==> src/rtl/burst_seq_pkg.sv <==
// Shared types for the burst address sequencer.
package burst_seq_pkg;
    // Burst ordering selected by the order input.
    typedef enum logic {
        ORD_LINEAR = 1'b0,
        ORD_XOR    = 1'b1
    } burst_order_e;
endpackage

==> src/rtl/beat_counter.sv <==
// Beat counter: counts beats within the burst window and wraps around.
// Assumes: load has priority over adv; the counter width sets the window size.
module beat_counter #(
    parameter int CNT_W = 2
) (
    input  logic             clk,
    input  logic             rst_n,
    input  logic             load,
    input  logic             adv,
    output logic [CNT_W-1:0] beat,
    output logic             last
);
    // Next beat: clear on load, otherwise step modulo the window size.
    always_ff @(posedge clk) begin
        if (!rst_n)
            beat <= '0;
        else if (load)
            beat <= '0;
        else if (adv)
            beat <= beat + 1'b1;
    end

    // The final beat is the one where every counter bit is set.
    always_comb last = &beat;
endmodule

==> src/rtl/addr_latch.sv <==
// Start-address register: holds the address captured at burst start.
// Assumes: it is written only by a load strobe.
module addr_latch #(
    parameter int ADDR_W = 20
) (
    input  logic              clk,
    input  logic              rst_n,
    input  logic              load,
    input  logic [ADDR_W-1:0] din,
    output logic [ADDR_W-1:0] q
);
    // Capture the start address on load; hold it otherwise.
    always_ff @(posedge clk) begin
        if (!rst_n)
            q <= '0;
        else if (load)
            q <= din;
    end
endmodule

==> src/rtl/order_map.sv <==
// Order map: turns the start offset and beat number into the low address bits.
// Assumes: order is stable for the duration of a burst.
module order_map
    import burst_seq_pkg::*;
#(
    parameter int CNT_W = 2
) (
    input  logic [CNT_W-1:0] base,
    input  logic [CNT_W-1:0] beat,
    input  burst_order_e     order,
    output logic [CNT_W-1:0] low
);
    // Linear order adds with wrap; interleaved order XORs.
    always_comb begin
        case (order)
            ORD_XOR: low = base ^ beat;
            default: low = base + beat;
        endcase
    end
endmodule

==> src/rtl/burst_addr_seq.sv <==
// Burst address sequencer top. Either strobe loads the full start address.
// adv steps through a 2^CNT_W beat window in linear or interleaved order.
// The upper bits are held from the load.
// Assumes: synchronous active-low reset; order_sel is static during a burst.
module burst_addr_seq
    import burst_seq_pkg::*;
#(
    parameter int ADDR_W = 20,
    parameter int CNT_W  = 2
) (
    input  logic              clk,
    input  logic              rst_n,
    input  logic              ld_cpu,
    input  logic              ld_ctl,
    input  logic              adv,
    input  logic              order_sel,
    input  logic [ADDR_W-1:0] start_addr,
    output logic [ADDR_W-1:0] addr_out,
    output logic              last_beat
);
    localparam int UP_W = ADDR_W - CNT_W;

    logic                 load;
    logic [CNT_W-1:0]     beat;
    logic [ADDR_W-1:0]    held;
    logic [CNT_W-1:0]     low;
    burst_order_e         order;

    // Either strobe starts a burst; a load overrides an advance.
    always_comb load  = ld_cpu | ld_ctl;
    // Map the order pin onto the ordering type.
    always_comb order = burst_order_e'(order_sel);

    beat_counter #(.CNT_W(CNT_W)) u_cnt (
        .clk(clk), .rst_n(rst_n), .load(load), .adv(adv),
        .beat(beat), .last(last_beat)
    );

    addr_latch #(.ADDR_W(ADDR_W)) u_lat (
        .clk(clk), .rst_n(rst_n), .load(load), .din(start_addr), .q(held)
    );

    order_map #(.CNT_W(CNT_W)) u_map (
        .base(held[CNT_W-1:0]), .beat(beat), .order(order), .low(low)
    );

    // Join the held upper bits with the sequenced low bits.
    always_comb addr_out = {held[ADDR_W-1 -: UP_W], low};
endmodule

==> config.mk <==
export PLATFORM = sky130hd
export DESIGN_NAME = burst_addr_seq
export DESIGN_NICKNAME = d
export VERILOG_FILES = /design/src/rtl/burst_seq_pkg.sv /design/src/rtl/beat_counter.sv /design/src/rtl/addr_latch.sv /design/src/rtl/order_map.sv /design/src/rtl/burst_addr_seq.sv
export SDC_FILE = /design/constraint.sdc
export NUM_CORES = 1
export LEC_CHECK = 0
export BUFFER_PORTS_ARGS = -buffer_cell sky130_fd_sc_hd__buf_2
export CAP_MARGIN = 20
export CORE_UTILIZATION = 40
export DETAILED_ROUTE_END_ITERATION = 10
export GPL_ROUTABILITY_DRIVEN = 0
export MAX_ROUTING_LAYER = met4
export PLACE_DENSITY_LB_ADDON = 0.25
export RECOVER_POWER = 25
export SETUP_SLACK_MARGIN = 0.05
export SYNTH_ARGS = -nofsm -noshare
export SYNTH_HDL_FRONTEND = slang
export SYNTH_SLANG_ARGS = --single-unit
==> constraint.sdc <==
create_clock -name clk -period 0.9 [get_ports clk]
set_input_delay 0.18 -clock clk [delete_from_list [all_inputs] [get_ports clk]]
set_output_delay 0.18 -clock clk [all_outputs]
set_load 0.1 [all_outputs]
==> flow_summary_export.csv <==
group,metric,value,unit
worst_setup_path,reg2regPathDepth,5,
layout,fin_nets,196,
worst_setup_path,criticalPathCategory,"reg -> out",
floorplanning,core,0.00276,mm^2
placed_design,post-dp-hpwl,1.78,mm
logic_synthesis,yosys-top-cells-area,"dfxtp_1 38%, or3b_1 15%, a21boi_1 13%",
global_routing,grt_max_degree,42,
global_routing,grt_first_pass_wirelength,4.54,mm
layout,area_growth,69.1,%
run,max_cap_viol_count,0,
worst_setup_path,endpoint_kind,"primary output",
logic_synthesis,yosysWarnings,0,
hold_path,hold_end,"u_lat.q[7]",
worst_setup_path,start_kind,"flip-flop",
routing,wirelength,2.60,mm
clock_network,cts.sinks,22,
global_routing,grtUsageTotal,18.7,%
global_routing,grt_pass1_vias,1053,
hold_path,hp-class,"in -> reg",
pwr,power.total,0.00258,W
pwr,pwr-share-comb,41.3,%
pwr,clkPwrFrac,16.9,%
timing,max_slew.worst_pin.slew,0.609,ns
pwr,seqPwrFrac,41.8,%
routing,drtPass1Iterations,6,
clock_network,cts_buffers,3,
placed_design,pre_cts_ws,-0.299,ns
worst_setup_path,regToRegStartpoint,"u_cnt.beat[0]",
logic_synthesis,synth_top_area_share,38.0,%
floorplanning,start_util,42.1,%
status,violations,"setup timing",
logic_synthesis,syn-num-nets,147,
status,status,"finished with violations",
timing,finalHoldViolCount,0,
floorplanning,die_area,0.00312,mm^2
clock_network,path_clk_slew,0.11,ns
pwr,internal-power,0.00166,W
clock_network,htree_levels,1,
worst_setup_path,r2r_end,"u_cnt.beat[1]",
timing,timing.slew.headroom,59.4,%
worst_setup_path,cp.required,0.72,ns
routing,drc,0,
floorplanning,die_h,55.9,um
worst_setup_path,cp.arrival,1.32,ns
logic_synthesis,syn_inst,119,
logic_synthesis,synth_top_area_cell,"dfxtp_1",
timing,slew_viol_final,0,
clock_network,hold_buffers,0,
timing,worst_slack,-0.601,ns
timing,timing.fmax,666,MHz
logic_synthesis,avgSynthCellArea,9.75,um^2
routing,wl_per_cell,13.2,um
timing,setup_viol,27,
global_routing,overflow,0,
pwr,switchingPower,0.000923,W
clock_network,cts_tree,"yes",
logic_synthesis,ys_seq_area_share,38.0,%
hold_path,hp-start,"start_addr[7]",
pwr,power.leakage,0.800,nW
global_routing,antenna_found_initial,0,
routing,num_vias,995,
layout,antenna_cells,0,
clock_network,cts.path.max_buffers,2,
logic_synthesis,ys_ff_latch,22,
floorplanning,top_level_ports,47,
pwr,power.density,1310,mW/mm^2
logic_synthesis,syn_area,0.00116,mm^2
logic_synthesis,yosysUniqueCellTypes,13,
routing,drtIter0Drc,23,
layout,drive_above_1_share,64.5,%
clock_network,insertion_delay,0.30,ns
timing,min_period,1.50,ns
clock_network,clockRootBuffer,"clkbuf_4",
routing,ant_nets,0,
worst_setup_path,reg2reg_slack,-0.28,ns
floorplanning,rows,19,
timing,period_share,167,%
floorplanning,die_x,55.9,um
timing,rsz0062_at_grt,"true",
worst_setup_path,path_max_fanout,2,
pwr,switching_share,35.8,%
pwr,vdd_drop_max,0.00125,V
routing,viasPerCell,5.05,
timing,fin_skew,0.00424,ns
placed_design,portBuffers,46,
hold_path,hold_depth,3,
==> area by class of cell <==
class,instances,area [um^2]
Fill cell,208,796
Clock buffer,3,22.5
Timing Repair Buffer,72,841
Tap cell,31,38.8
Multi-Input combinational cell,69,592
Sequential cell,22,468
==> worst max-delay path, cell delays in order, from the launching register on <==
cell	delay, ns
dfxtp_2	0.37
ha_4	0.13
nor2b_4	0.19
xnor2_4	0.14
buf_12	0.19
==> cell usage after synthesis <==
master and number:
buf_6 2, xnor2_1 3, or3b_1 20, o21ai_1 20
nor2b_1 1, dfxtp_1 22, a21boi_1 20, nor4b_2 2
clkbuf_1 3, mux2i_1 1, buf_2 4, ha_1 2
buf_4 19
==> sequential cells by signal, summed over array words and instances, names as in the netlist <==
register and flops:
u_lat.q 20, u_cnt.beat 2
==> cell families (layout without fill, tap and decap cells) <==
kind of cell | Yosys count | in the layout | synth area share [%]
and+or+nand+nor | 23 | 23 | 18.2
buffers and inverters | 28 | 75 | 16.9
DFF | 22 | 22 | 38.0
adders and majority gates | 2 | 2 | 2.16
muxes | 1 | 1 | 0.863
xor gates and xnor gates | 3 | 3 | 2.27
AOI/OAI and AO/OA | 40 | 40 | 21.6
==> power by group through the flow <==
stage          Clock (W)  Sequential (W)  Combinational, W
5_1_grt         0.000490         0.00109           0.00111
2_1_floorplan          0         0.00107          0.000670
4_1_cts         0.000455         0.00108           0.00107
3_5_place_dp           0         0.00108           0.00102
3_3_place_gp           0         0.00108           0.00101
6_report        0.000435         0.00108           0.00107
==> cell usage in the layout (no fill, tap or decap) <==
master | netlist | final
buf_2 | 4 | 25
buf_12 | 0 | 23
dfxtp_2 | 0 | 22
o21ai_1 | 20 | 20
buf_6 | 2 | 20
or3b_1 | 20 | 19
a21boi_1 | 20 | 18
buf_4 | 19 | 4
clkbuf_4 | 0 | 3
a21boi_2 | 0 | 2
nor4b_2 | 2 | 2
ha_4 | 0 | 2
xnor2_2 | 0 | 1
nor2b_4 | 0 | 1
xnor2_4 | 0 | 1
mux2i_1 | 1 | 1
or3b_4 | 0 | 1
xnor2_1 | 3 | 1
==> per-layer routing <==
metal,vias up,global-route usage (%),routed length [um]
li1,498,-,-
met1,469,21.8,1170
met2,24,32.7,1310
met3,4,2.33,96
met4,0,7.32,33
met5,-,-,0
==> per-stage QoR <==
stage | std cells | utilization, % | setup TNS (ns) | cell area, um^2 | hold WS (ns)
after floorplan | 119 | - | -0.967 | 1200 | 0.343
after global placement | 191 | 64.7 | -4.58 | 1790 | 0.450
after detailed placement | 191 | 64.7 | -5.38 | 1790 | 0.454
after CTS | 197 | 70.8 | -5.67 | 1950 | 0.112
after global routing | 197 | 71.1 | -6.81 | 1960 | 0.113
final | 197 | 71.1 | -5.35 | 1960 | 0.126
==> worst max path at each step <==
stage,startpoint,end,depth (start not counted)
after CTS,u_cnt.beat[0],addr_out[1],4
final,u_cnt.beat[0],addr_out[1],4
after global placement,u_lat.q[1],addr_out[1],3
after floorplan,u_cnt.beat[0],addr_out[1],3
after detailed placement,u_lat.q[0],addr_out[1],4
after global routing,u_cnt.beat[0],addr_out[1],4
==> what timing repair did <==
action,CTS,global route
resized for setup,44,4
setup buffers,3,1
endpoints found under the setup margin,43,43
pin swaps,3,2
Note: power is estimated with default switching activity, not from simulation.
